$ cat src/rtl/wr_pkg.sv
package wr_pkg;
   typedef enum logic [0:0] {
      MUL_BOOTH  = 1'b0,
      MUL_DIRECT = 1'b1
   } mul_kind_e;
endpackage

$ cat src/rtl/wr_div.sv
module wr_div #(
   parameter int PIX_W  = 8,
   parameter int FRAC_W = 5
) (
   input  logic             clk,
   input  logic             rst_n,
   input  logic             in_vld,
   input  logic [PIX_W-1:0] num,
   input  logic [PIX_W-1:0] den,
   output logic             q_vld,
   output logic [PIX_W-1:0] q
);
   localparam int EXT_W = PIX_W + FRAC_W;

   logic [EXT_W-1:0]  ext;
   logic [PIX_W:0]    rem;
   logic [PIX_W-1:0]  quo;
   logic              sat;

   // restoring division, one quotient bit per conditional subtraction
   always_comb begin
      ext = {num, {FRAC_W{1'b0}}};
      rem = {{(PIX_W+1-FRAC_W){1'b0}}, ext[EXT_W-1:PIX_W]};
      sat = (den == '0) || (rem >= {1'b0, den});
      quo = '0;
      for (int i = PIX_W - 1; i >= 0; i--) begin
         rem = {rem[PIX_W-1:0], ext[i]};
         if (rem >= {1'b0, den}) begin
            rem    = rem - {1'b0, den};
            quo[i] = 1'b1;
         end
      end
   end

   always_ff @(posedge clk) begin
      if (!rst_n) begin
         q_vld <= 1'b0;
         q     <= '0;
      end else begin
         q_vld <= in_vld;
         if (in_vld) q <= sat ? {PIX_W{1'b1}} : quo;
      end
   end
endmodule

$ cat src/rtl/wr_mul.sv
module wr_mul
   import wr_pkg::*;
#(
   parameter int        PIX_W = 8,
   parameter mul_kind_e KIND  = MUL_BOOTH
) (
   input  logic               clk,
   input  logic               rst_n,
   input  logic               in_vld,
   input  logic [PIX_W-1:0]   q_in,
   output logic               p_vld,
   output logic [PIX_W-1:0]   q_out,
   output logic [2*PIX_W-1:0] prod
);
   localparam int PROD_W = 2 * PIX_W;
   localparam int ACC_W  = PROD_W + 2;

   logic [PROD_W-1:0] prod_c;

   generate
      if (KIND == MUL_BOOTH) begin : g_booth
         logic signed [ACC_W-1:0] acc;
         logic signed [ACC_W-1:0] mcand;
         logic [PIX_W+1:0]        mx;
         // radix-2 recoding of the zero-extended multiplier
         always_comb begin
            mcand = $signed({{(ACC_W-PIX_W){1'b0}}, q_in});
            mx    = {1'b0, q_in, 1'b0};
            acc   = '0;
            for (int i = 0; i <= PIX_W; i++) begin
               case (mx[i+:2])
                  2'b01:   acc = acc + (mcand <<< i);
                  2'b10:   acc = acc - (mcand <<< i);
                  default: acc = acc;
               endcase
            end
            prod_c = acc[PROD_W-1:0];
         end
      end else begin : g_direct
         always_comb prod_c = PROD_W'(q_in) * PROD_W'(q_in);
      end
   endgenerate

   always_ff @(posedge clk) begin
      if (!rst_n) begin
         p_vld <= 1'b0;
         q_out <= '0;
         prod  <= '0;
      end else begin
         p_vld <= in_vld;
         if (in_vld) begin
            q_out <= q_in;
            prod  <= prod_c;
         end
      end
   end
endmodule

$ cat src/rtl/wr_trunc_sub.sv
module wr_trunc_sub #(
   parameter int PIX_W  = 8,
   parameter int DROP_W = 5
) (
   input  logic                          clk,
   input  logic                          rst_n,
   input  logic                          in_vld,
   input  logic [2*PIX_W-1:0]            prod,
   input  logic [PIX_W-1:0]              q,
   output logic                          d_vld,
   output logic [2*PIX_W-DROP_W:0]       diff
);
   localparam int SQ_W = 2 * PIX_W - DROP_W;
   localparam int DW   = SQ_W + 1;

   logic [SQ_W-1:0] sq;
   logic [DW-1:0]   d_c;

   always_comb begin
      sq  = prod[2*PIX_W-1:DROP_W];
      d_c = {1'b0, sq} - {{(DW-PIX_W){1'b0}}, q};
   end

   always_ff @(posedge clk) begin
      if (!rst_n) begin
         d_vld <= 1'b0;
         diff  <= '0;
      end else begin
         d_vld <= in_vld;
         if (in_vld) diff <= d_c;
      end
   end
endmodule

$ cat src/rtl/wr_ratio_pe.sv
module wr_ratio_pe
   import wr_pkg::*;
#(
   parameter int        PIX_W  = 8,
   parameter int        FRAC_W = 5,
   parameter int        DROP_W = 5,
   parameter mul_kind_e KIND   = MUL_BOOTH
) (
   input  logic             clk,
   input  logic             rst_n,
   input  logic             px_vld,
   input  logic [PIX_W-1:0] px_cur,
   input  logic [PIX_W-1:0] px_prev,
   output logic             res_vld,
   output logic [PIX_W-1:0] res_term
);
   localparam int DW = 2 * PIX_W - DROP_W + 1;

   generate
      if (FRAC_W < 1 || FRAC_W >= PIX_W) begin : g_bad_frac
         $error("FRAC_W must lie in 1..PIX_W-1");
      end
      if (DROP_W < 1 || DROP_W >= PIX_W) begin : g_bad_drop
         $error("DROP_W must lie in 1..PIX_W-1");
      end
   endgenerate

   logic             s1_vld, s2_vld, s3_vld;
   logic [PIX_W-1:0] s1_q, s2_q;
   logic [2*PIX_W-1:0] s2_prod;
   logic [DW-1:0]    s3_diff;
   logic [PIX_W-1:0] clamp_c;

   wr_div #(.PIX_W(PIX_W), .FRAC_W(FRAC_W)) u_div (
      .clk(clk), .rst_n(rst_n), .in_vld(px_vld),
      .num(px_cur), .den(px_prev), .q_vld(s1_vld), .q(s1_q)
   );

   wr_mul #(.PIX_W(PIX_W), .KIND(KIND)) u_mul (
      .clk(clk), .rst_n(rst_n), .in_vld(s1_vld), .q_in(s1_q),
      .p_vld(s2_vld), .q_out(s2_q), .prod(s2_prod)
   );

   wr_trunc_sub #(.PIX_W(PIX_W), .DROP_W(DROP_W)) u_sub (
      .clk(clk), .rst_n(rst_n), .in_vld(s2_vld), .prod(s2_prod),
      .q(s2_q), .d_vld(s3_vld), .diff(s3_diff)
   );

   // stage 4: negative to zero, too large to all ones
   always_comb begin
      if (s3_diff[DW-1])                clamp_c = '0;
      else if (|s3_diff[DW-2:PIX_W])    clamp_c = {PIX_W{1'b1}};
      else                              clamp_c = s3_diff[PIX_W-1:0];
   end

   always_ff @(posedge clk) begin
      if (!rst_n) begin
         res_vld  <= 1'b0;
         res_term <= '0;
      end else begin
         res_vld <= s3_vld;
         if (s3_vld) res_term <= clamp_c;
      end
   end
endmodule

$ cat config.mk
export PLATFORM = sky130hd
export DESIGN_NAME = wr_ratio_pe
export DESIGN_NICKNAME = d
export VERILOG_FILES = /design/src/rtl/wr_pkg.sv /design/src/rtl/wr_div.sv /design/src/rtl/wr_mul.sv /design/src/rtl/wr_trunc_sub.sv /design/src/rtl/wr_ratio_pe.sv
export SDC_FILE = /design/constraint.sdc
export NUM_CORES = 1
export LEC_CHECK = 0
export ABC_AREA = 1
export CAP_MARGIN = 10
export CORE_UTILIZATION = 59
export DETAILED_ROUTE_END_ITERATION = 6
export PLACE_DENSITY = 0.8
export REMOVE_ABC_BUFFERS = 1
export SETUP_SLACK_MARGIN = 0.05
export SLEW_MARGIN = 20
export SYNTH_ARGS = -nofsm -noshare
export SYNTH_HDL_FRONTEND = slang
export SYNTH_SLANG_ARGS = --single-unit
$ cat constraint.sdc
create_clock -name clk -period 14.8 [get_ports clk]
set_input_delay 2.96 -clock clk [delete_from_list [all_inputs] [get_ports clk]]
set_output_delay 2.96 -clock clk [all_outputs]
set_load 0.02 [all_outputs]
# [Word-level counts from Yosys, hierarchy flattened]
# Cells that the tools add are included.
[word_totals] register_bits=56 latchBits=0 ram_bits=0 romBits=0 input_bits=19 elab_cells=86 n_memories=0
[classes] n_addsub=24 n_mul=0 div=0 n_lt_le_gt_ge=9 n_eq_ne=14 shifts=0 n_mux=27 n_bitwise=0 reduce_logical=3
[op_table] op="16-bit case mux with 2 select lines" n=7
[op_table] op="8-bit two-way mux" n=10
[op_table] op="9-bit by 8-bit greater-or-equal comparator with 1-bit output" n=7
[op_table] op="8-bit subtractor" n=6
[op_table] op="16-bit adder" n=2
[op_table] op="16-bit two-way mux" n=2
[op_table] op="16-bit by 10-bit adder with 16-bit output" n=1
[op_table] op="16-bit by 11-bit adder with 16-bit output" n=1
[op_table] op="16-bit by 12-bit adder with 16-bit output" n=1
[op_table] op="16-bit by 13-bit adder with 16-bit output" n=1
[op_table] op="16-bit by 14-bit adder with 16-bit output" n=1
[op_table] op="16-bit by 15-bit adder with 16-bit output" n=1
[op_table] op="16-bit by 10-bit subtractor with 16-bit output" n=1
[op_table] op="16-bit by 11-bit subtractor with 16-bit output" n=1
[op_table] op="16-bit by 12-bit subtractor with 16-bit output" n=1
[op_table] op="16-bit by 13-bit subtractor with 16-bit output" n=1
[op_table] op="16-bit by 14-bit subtractor with 16-bit output" n=1
[op_table] op="16-bit by 15-bit subtractor with 16-bit output" n=1
[op_table] op="16-bit subtractor" n=1
[op_table] op="2-bit by 1-bit equality test with 1-bit output (second input constant)" n=7
[op_table] op="2-bit equality test (second input constant)" n=7
[op_table] op="11-bit by 8-bit subtractor with 12-bit output" n=1
[op_table] op="1-bit by 8-bit subtractor with 9-bit output (first input constant)" n=1
[op_table] op="5-bit by 8-bit greater-or-equal comparator with 1-bit output" n=1
[op_table] op="other kinds (6)" n=13

# [Logic depth before layout (Yosys ltp)]
# Gate-level depths: netlist of run 1.
[logic_depth] ltp_word=18 mapped_depth=99 ltp_nobuf=98

# [Cells and area by module]
# Synthesis of run 1 repeated with hierarchy kept, for this count alone.
[unflattened] hier_cells=1975 hier_area_um2=12106.6
[modules_own_cells] module="wr_mul" instances=1 cells_per_inst=1163 area_per_inst_um2=6932.9 seq_area_each_um2=480.5
[modules_own_cells] module="wr_div" instances=1 cells_per_inst=589 area_per_inst_um2=3753.6 seq_area_each_um2=180.2
[modules_own_cells] module="wr_trunc_sub" instances=1 cells_per_inst=167 area_per_inst_um2=1028.5 seq_area_each_um2=260.2
[modules_own_cells] module="wr_ratio_pe" instances=1 cells_per_inst=56 area_per_inst_um2=391.6 seq_area_each_um2=180.2

# [Worst setup path after synthesis of run 1]
# Ideal clock, no wire load.
[synth_path] kind="in2reg" from="input port px_cur[2]" to="register u_div.q[0]" setup_time_ps=109 arrival_time_ps=14512 setup_slack_ps=179 cell_stages=93 n_path_buf=1 path_cell_list="inv_1 > ha_1 > inv_1 > fa_1 > nand3_1 > nand2_1 > nand2_2 > nand3_4 > inv_2 > or2_2 > o21a_1 > inv_2 > ha_1 > nand2_1 > nor2_1 > a41oi_2 > nand3_4 > inv_1 > [57 not listed] > nor2_1 > nor2_1 > o21bai_1 > a21o_1 > nand2_1 > nand3b_1 > nand3b_2 > nand2_1 > inv_1 > ha_1 > a21o_1 > a21oi_1 > o21a_1 > o21ai_0 > a2111oi_0 > nand3_1 > nand2_1 > inv_1"
[synth_via] elab_chain_len=17
[synth_lines] element="from (decl)" line_no="wr_ratio_pe.sv:12" rtl="input logic [PIX_W-1:0] px_cur,"
[synth_lines] element="6-bit by 8-bit subtractor with 8-bit output / 6-bit by 8-bit greater-or-equal comparator with 1-bit output (equally long branches)" line_no="wr_div.sv:29, wr_div.sv:28"
[synth_lines] element="8-bit two-way mux (*)" line_no="wr_div.sv:28" rtl="if (rem >= {1'b0, den}) begin"
[synth_lines] element="8-bit subtractor / 9-bit by 8-bit greater-or-equal comparator with 1-bit output (equally long branches)" line_no="wr_div.sv:29, wr_div.sv:28"
[synth_lines] element="8-bit two-way mux (*)" line_no="wr_div.sv:28"
[synth_lines] element="8-bit subtractor / 9-bit by 8-bit greater-or-equal comparator with 1-bit output (equally long branches)" line_no="wr_div.sv:29, wr_div.sv:28"
[synth_lines] element="8-bit two-way mux (*)" line_no="wr_div.sv:28"
[synth_lines] element="8-bit subtractor / 9-bit by 8-bit greater-or-equal comparator with 1-bit output (equally long branches)" line_no="wr_div.sv:29, wr_div.sv:28"
[synth_lines] element="8-bit two-way mux (*)" line_no="wr_div.sv:28"
[synth_lines] element="8-bit subtractor / 9-bit by 8-bit greater-or-equal comparator with 1-bit output (equally long branches)" line_no="wr_div.sv:29, wr_div.sv:28"
[synth_lines] element="8-bit two-way mux (*)" line_no="wr_div.sv:28"
[synth_lines] element="8-bit subtractor / 9-bit by 8-bit greater-or-equal comparator with 1-bit output (equally long branches)" line_no="wr_div.sv:29, wr_div.sv:28"
[synth_lines] element="8-bit two-way mux (*)" line_no="wr_div.sv:28"
[synth_lines] element="8-bit subtractor / 9-bit by 8-bit greater-or-equal comparator with 1-bit output (equally long branches)" line_no="wr_div.sv:29, wr_div.sv:28"
[synth_lines] element="8-bit two-way mux (*)" line_no="wr_div.sv:28"
[synth_lines] element="9-bit by 8-bit greater-or-equal comparator with 1-bit output (*)" line_no="wr_div.sv:28"
[synth_lines] element="1-bit two-way mux (*)" line_no="wr_div.sv:28"
[synth_lines] element="8-bit two-way mux (*)" line_no="wr_div.sv:41" rtl="if (in_vld) q <= sat ? {PIX_W{1'b1}} : quo;"
[synth_lines] element="to (signal assigned)" line_no="wr_div.sv:41"
[synth_lines] element="to (decl)" line_no="wr_div.sv:11" rtl="output logic [PIX_W-1:0] q"
# Every way passes the cells marked *; elsewhere a longest branch is shown, timed or not.
# A chain may end at the register's enable or synchronous reset.

# [Final worst setup path of run 1]
# Same ends and word-level chain as after synthesis.

==> load_flow_metrics.sql, run 1 <==
INSERT INTO impl_metrics (metric_group, metric, value, unit) VALUES
('sta', 'slew_headroom', '28.31', '%'),
('worst_hold_path', 'whs_path_depth', '2', ''),
('final_layout', 'layout-drive-gt1-share', '14.57', '%'),
('yosys', 'synth.top_cells.by_count', 'sky130_fd_sc_hd__nand2_1 (483), sky130_fd_sc_hd__inv_1 (254), sky130_fd_sc_hd__ha_1 (165), sky130_fd_sc_hd__a21oi_1 (139), sky130_fd_sc_hd__o21ai_0 (134)', ''),
('yosys', 'mappedNetlistArea', '11140', 'sq um'),
('yosys', 'synth_area_leader_cell', 'sky130_fd_sc_hd__ha_1', ''),
('yosys', 'synth_most_common_cell', 'sky130_fd_sc_hd__nand2_1', ''),
('sta', 'timing_hold_violations_final', '0', ''),
('sta', 'achievable-frequency', '68.40', 'MHz'),
('final_layout', 'n_antenna_cell', '0', ''),
('yosys', 'number_of_library_cell_types_mapped_by_synthesis', '66', ''),
('clock_network', 'cts.sink_count', '51', ''),
('sta', 'setup_violations', '0', ''),
('floorplan', 'top_level_ports', '28', ''),
('yosys', 'ys_seq_area_share', '9.163', '%'),
('drt', 'wirelength', '33.89', 'mm'),
('yosys', 'yosys.area.top_type_share', '18.53', '%'),
('setup_path', 'most_frequent_cell_on_the_critical_path', 'sky130_fd_sc_hd__nand2_1', ''),
('sta', 'timing_max_transition_violations_final', '0', ''),
('floorplan', 'fp.coreArea', '18210', 'sq um'),
('run_status', 'run_status', 'complete, no violations', ''),
('setup_path', 'worstReg2RegEnd', 'u_mul.prod[15]$_SDFFE_PN0P_', ''),
('grt', 'number_of_global_route_vias_before_repair', '11140', ''),
('setup_path', 'nature_of_the_critical_path_endpoint', 'register', ''),
('clock_network', 'h-tree-depth', '2', ''),
('sta', 'finalWorstPathRequiredPeriod', '14.62', 'ns'),
('setup_path', 'timing.critical_path.arrival', '14.82', 'ns'),
('flow_run', 'maxCapViolCount', '0', ''),
('worst_hold_path', 'holdCritPathClass', 'register to register', ''),
('sta', 'post-route-period-util', '98.78', '%'),
('yosys', 'yosys_register_bits', '51', ''),
('grt', 'gr-total-overflow', '0', ''),
('setup_path', 'reg2regPathDepth', '67', ''),
('yosys', 'synthesis.instances', '1832', ''),
('setup_path', 'critical_path.slowest_cell', 'sky130_fd_sc_hd__fa_2', ''),
('grt', 'maximum_number_of_pins_on_one_net_before_global_route_repair', '34', ''),
('drt', 'route.antenna.remaining_nets', '0', ''),
('yosys', 'yosys-top-cells-area', 'sky130_fd_sc_hd__ha_1 (19%), sky130_fd_sc_hd__nand2_1 (16%), sky130_fd_sc_hd__dfxtp_1 (9.2%), sky130_fd_sc_hd__inv_1 (8.6%), sky130_fd_sc_hd__a21oi_1 (6.2%)', ''),
('setup_path', 'timing_worst_setup_path_type', 'input port to register', ''),
('placement', 'gp_congestion', '0.9724', ''),
('sta', 'measured_slew_at_the_worst_slew_check_pin', '1.069', 'ns'),
('clock_network', 'clk_root_buffer_cell', 'sky130_fd_sc_hd__clkbuf_16', ''),
('clock_network', 'clk_latency', '0.30', 'ns'),
('drt', 'routed_wire_length_per_instance', '15.71', 'um'),
('setup_path', 'rr_startpoint', 'u_div.q[3]$_SDFFE_PN0P_', ''),
('floorplan', 'fp.dieH', '139.4', 'um'),
('setup_path', 'cp_data_required_time', '15.00', 'ns'),
('yosys', 'dominantRegCellSynth', 'sky130_fd_sc_hd__dfxtp_1', ''),
('setup_path', 'ff2ff_setup_slack', '2.03', 'ns'),
('clock_network', 'cts_tree', 'yes', ''),
('grt', 'first_pass_grt_wire_length', '51.76', 'mm'),
('setup_path', 'timing.critical_path.from', 'px_cur[2]', ''),
('clock_network', 'clock_pin_slew_on_the_worst_setup_and_hold_paths', '0.07', 'ns'),
('floorplan', 'placement_rows', '49', ''),
('setup_path', 'timing.critical_path.fanout_max', '8', ''),
('yosys', 'synth_enable_flop_cells', '0', ''),
('drt', 'routed-via-count', '12630', ''),
('drt', 'detail_route.iter0.violations', '1108', ''),
('sta', 'worst_clock_skew', '0.01039', 'ns'),
('yosys', 'synthArstFlopShare', '0', '%'),
('placement', 'place.detailed.hpwl', '24.86', 'mm'),
('drt', 'drc', '0', ''),
('placement', 'port_buffers', '27', ''),
('final_layout', 'synthToLayoutAreaGrowth', '17.48', '%'),
('clock_network', 'max-clock-path-buffers', '2', ''),
('grt', 'total_routing_resource_utilization_after_global_routing', '32.03', '%'),
('setup_path', 'timing.critical_path.slowest_cell_delay', '0.39', 'ns'),
('clock_network', 'cts_buffers', '5', ''),
('floorplan', 'start_util', '61.19', '%'),
('sta', 'holdWs', '0.4404', 'ns'),
('clock_network', 'cts_hold_buf', '0', '');
-- how the worst max path moves through the flow --
stage / cells past startpoint / to
finish: 97 / u_div.q[0]$_SDFFE_PN0P_
CTS: 95 / u_div.q[0]$_SDFFE_PN0P_
detailed placement: 92 / u_div.q[0]$_SDFFE_PN0P_
floorplan: 92 / u_div.q[0]$_SDFFE_PN0P_
global route: 97 / u_div.q[0]$_SDFFE_PN0P_
global placement: 92 / u_div.q[0]$_SDFFE_PN0P_
-- state kept, by name, summed over array words and instances, names as in the netlist --
signal / cells
u_div.q_vld: 1
u_mul.q_out: 8
u_sub.d_vld: 1
u_mul.p_vld: 1
res_vld: 1
res_term: 8
u_div.q: 8
u_sub.diff: 12
u_mul.prod: 11
-- cell type report --
class | count | area (sq um)
Clock inverter | 3 | 26.28
Multi-Input combinational cell | 1471 | 9535
Tap cell | 229 | 286.5
Clock buffer | 5 | 125.1
Fill cell | 1482 | 5119
Timing Repair Buffer | 125 | 1061
Inverter | 273 | 1035
Sequential cell | 51 | 1021
-- cell families (layout without fill, tap and decap cells) --
family	Yosys count	in the layout	synth area share, %
adder cells (fa/ha/maj)	177	177	20.69
XOR/XNOR	84	84	6.670
AND/OR/NAND/NOR	830	830	33.39
multiplexers	1	1	0.08984
AO/OA/AOI/OAI	379	379	19.38
flip-flops	51	51	9.163
buffers and inverters	310	406	10.62
-- critical path, delay by kind of cell --
kind	cells	cell delay, ns
AND/OR/NAND/NOR	42	4.06
buffers and inverters	19	1.60
AO/OA/AOI/OAI	27	3.84
adder cells (fa/ha/maj)	9	2.33
-- metrics by stage --
stage | instance area [sq um] | worst slack [ns] | std cells | utilization (%) | TNS [ns]
final | 13090 | 0.1806 | 2157 | 71.89 | 0
after detailed placement | 12060 | -0.4745 | 2118 | 66.22 | -0.4745
after global placement | 12060 | 0.02475 | 2118 | 66.22 | 0
after global routing | 13090 | -0.3940 | 2157 | 71.89 | -0.3940
after CTS | 12260 | 0.06714 | 2129 | 67.31 | 0
after floorplan | 10990 | 0.1037 | 1795 | - | 0
-- layout by cell type (no fill, tap or decap), drive strengths merged, types with 2 or more instances in the layout --
master         count
a211oi             3
a21boi             3
a21o               8
a21oi            142
a221oi             6
a22o               2
a22oi              2
a311oi             2
a31oi              6
a41oi              2
and2              16
buf               98
clkbuf             6
clkdlybuf4s50     13
clkinv            10
dfxtp             51
dlymetal6s2s      13
fa                12
ha               165
inv              266
nand2            499
nand3            132
nand3b            13
nand4             25
nor2             108
nor3              11
nor4               3
o2111ai            3
o211ai             7
o21a              10
o21ai            155
o21bai            18
o221ai             2
o311ai             2
or2               21
xnor2             34
xor2              50
-- repair_timing --
action | in CTS | in global routing
buffers inserted | 3 | 28
setup endpoints to repair | 1 | 1
cloned | 0 | 0
pin swaps | 4 | 71
gates resized for setup | 10 | 142
-- metal layers --
layer / track usage (%) / wire length, um
met1: 41.73 / 14380
met2: 56.25 / 15770
met3: 2.959 / 2509
met4: 8.363 / 1227
met5: 0 / 0
Power of run 1 is not shown: default switching activity piles up to over one toggle a cycle in this logic, so the estimate is an artifact.
==> inputs of run 2 (changes only) <==
--- a/config.mk
+++ b/config.mk
@@ -10,6 +10,7 @@
 export CORE_UTILIZATION = 59
 export DETAILED_ROUTE_END_ITERATION = 6
 export PLACE_DENSITY = 0.8
+export RECOVER_POWER = 25
 export REMOVE_ABC_BUFFERS = 1
 export SETUP_SLACK_MARGIN = 0.05
 export SLEW_MARGIN = 20
==> run 2 against run 1 <==
Effect of this change:
- the flow now finishes with violations (DRC)
- sequential share of layout area is the same
- cell area is the same
- clock-buffer cell count is the same
- wire length grew 0.11%
- register-to-register slack is essentially flat
- flip-flop and latch count is the same
- clock skew shrank 0.00073 ns
- global-route usage is the same
- maximum frequency is essentially flat
- highest routed layer unchanged
==> load_flow_metrics.sql, run 2 (synthesis results as in run 1) <==
INSERT INTO impl_metrics (metric_group, metric, value, unit) VALUES
('drt', 'detail_route.iter0.violations', '1108', ''),
('clock_network', 'h-tree-depth', '2', ''),
('drt', 'routed-via-count', '12660', ''),
('placement', 'gp_congestion', '0.9724', ''),
('placement', 'place.detailed.hpwl', '24.86', 'mm'),
('sta', 'postLayoutSetupSlackWorst', '0.1846', 'ns'),
('floorplan', 'start_util', '61.19', '%'),
('final_layout', 'multi_input_area', '9535', 'sq um'),
('final_layout', 'reg.largest.list', 'u_sub.diff x12, u_mul.prod x11', ''),
('clock_network', 'max-clock-path-buffers', '2', ''),
('floorplan', 'placement_rows', '49', ''),
('final_layout', 'final-seq-area', '1021', 'sq um'),
('grt', 'number_of_global_route_vias_before_repair', '11140', ''),
('grt', 'gr-total-overflow', '0', ''),
('sta', 'timing_max_transition_violations_final', '0', ''),
('clock_network', 'clk_latency', '0.29', 'ns'),
('setup_path', 'timing.critical_path.slowest_cell_delay', '0.39', 'ns'),
('sta', 'slew_headroom', '28.32', '%'),
('final_layout', 'largest_reg_flops', '12', ''),
('sta', 'worst_clock_skew', '0.009662', 'ns'),
('final_layout', 'n_antenna_cell', '0', ''),
('final_layout', 'fin_nets', '2123', ''),
('drt', 'routed_wire_length_per_instance', '15.73', 'um'),
('placement', 'place.detailed.instances', '2118', ''),
('final_layout', 'fillCellCount', '1482', ''),
('flow_run', 'maxCapViolCount', '0', ''),
('sta', 'setup_violations', '0', ''),
('final_layout', 'final_common_cell', 'sky130_fd_sc_hd__nand2_1', ''),
('clock_network', 'cts.sink_count', '51', ''),
('floorplan', 'fp.dieH', '139.4', 'um'),
('placement', 'port_buffers', '27', ''),
('worst_hold_path', 'holdCritPathClass', 'register to register', ''),
('setup_path', 'cp_data_required_time', '15.00', 'ns'),
('setup_path', 'nature_of_the_critical_path_endpoint', 'register', ''),
('drt', 'post_drt_via_cell_ratio', '5.870', ''),
('setup_path', 'most_frequent_cell_on_the_critical_path', 'sky130_fd_sc_hd__nand2_1', ''),
('setup_path', 'timing.critical_path.arrival', '14.81', 'ns'),
('final_layout', 'top_register', 'u_sub.diff', ''),
('floorplan', 'dieWidth', '139.4', 'um'),
('drt', 'wirelength', '33.92', 'mm'),
('clock_network', 'clock_pin_slew_on_the_worst_setup_and_hold_paths', '0.07', 'ns'),
('grt', 'maximum_number_of_pins_on_one_net_before_global_route_repair', '34', ''),
('grt', 'grt_antenna_before_repair', '0', ''),
('sta', 'post-route-period-util', '98.75', '%'),
('setup_path', 'timing_worst_setup_path_type', 'input port to register', ''),
('run_status', 'run_status', 'finished, violations left', ''),
('setup_path', 'timing.critical_path.from_type', 'input port', ''),
('grt', 'total_routing_resource_utilization_after_global_routing', '32.03', '%'),
('final_layout', 'synthToLayoutAreaGrowth', '17.48', '%'),
('drt', 'drc', '4', ''),
('run_status', 'failing_checks', 'DRC', ''),
('drt', 'detailedRoute.firstPassIterationCount', '7', ''),
('sta', 'finalWorstPathRequiredPeriod', '14.62', 'ns'),
('drt', 'route.antenna.remaining_nets', '0', ''),
('sta', 'measured_slew_at_the_worst_slew_check_pin', '1.069', 'ns'),
('floorplan', 'fp.coreArea', '18210', 'sq um'),
('grt', 'first_pass_grt_wire_length', '51.76', 'mm'),
('clock_network', 'cts_hold_buf', '0', ''),
('final_layout', 'most-common-layout-cells', 'sky130_fd_sc_hd__nand2_1 (464), sky130_fd_sc_hd__inv_1 (235), sky130_fd_sc_hd__ha_1 (140)', ''),
('clock_network', 'clk_root_buffer_cell', 'sky130_fd_sc_hd__clkbuf_16', ''),
('setup_path', 'timing.critical_path.fanout_max', '8', ''),
('sta', 'timing_hold_violations_final', '0', ''),
('floorplan', 'top_level_ports', '28', ''),
('floorplan', 'die-area', '19440', 'sq um'),
('setup_path', 'critical_path.slowest_cell', 'sky130_fd_sc_hd__fa_2', ''),
('final_layout', 'layout-drive-gt1-share', '14.57', '%'),
('clock_network', 'cts_buffers', '5', ''),
('final_layout', 'final-instance-count-excl-fill', '2157', ''),
('clock_network', 'cts_tree', 'yes', ''),
('placement', 'place_worst_setup_slack', '-0.4745', 'ns'),
('final_layout', 'final_util', '71.89', '%'),
('sta', 'achievable-frequency', '68.42', 'MHz');
-- run 2: metal layers --
layer	GRT usage [%]	up-vias	wire (um)
met4	8.363	0	1293
li1	-	6247	-
met1	41.73	5723	14370
met2	56.25	566	15700
met5	0	-	0
met3	2.959	125	2558
-- run 2: area by class of cell --
class                      instances  area share [%]
tap                              229           2.189
timing repair buffer             125           8.106
clock buffer                       5          0.9558
multi-input combinational       1471           72.84
clock inverter                     3          0.2007
sequential                        51           7.800
inverter                         273           7.905
-- run 2: per-stage QoR --
step / hold slack [ns] / cell area, sq um / TNS [ns]
after floorplan: 0.4112 / 10990 / 0
after global placement: 0.4274 / 12060 / 0
after detailed placement: 0.4290 / 12060 / -0.4745
after CTS: 0.4388 / 12260 / 0
after global routing: 0.4578 / 13090 / -0.3940
final: 0.4404 / 13090 / 0
-- run 2: critical path: cells and delay by family --
family	cells	cell delay, ns
buf+inv	19	1.60
fa+ha+maj	9	2.33
compound gates	27	3.84
simple gates	42	4.05
-- run 2: final timing paths --
| kind | from | endpoint | slack, ns | depth (start not counted) |
|---|---|---|---|---|
| max | px_cur[2] | u_div.q[0]$_SDFFE_PN0P_ | 0.18 | 97 |
| min | u_sub.d_vld$_SDFF_PN0_ | res_vld$_SDFF_PN0_ | 0.44 | 2 |
| max reg2reg | u_div.q[3]$_SDFFE_PN0P_ | u_mul.prod[15]$_SDFFE_PN0P_ | 2.02 | 68 |
| min reg2reg | u_sub.d_vld$_SDFF_PN0_ | res_vld$_SDFF_PN0_ | 0.44 | 2 |
-- run 2: repair_timing --
| action | 4_1_cts | 5_1_grt |
|---|---|---|
| buffers inserted | 3 | 28 |
| endpoints found under the setup margin | 1 | 1 |
| endpoints found under the hold margin | 0 | 0 |
| gates resized for setup | 10 | 142 |
| cloned | 0 | 0 |
| pin swaps | 4 | 71 |
Power of run 2 is left out for the same reason.
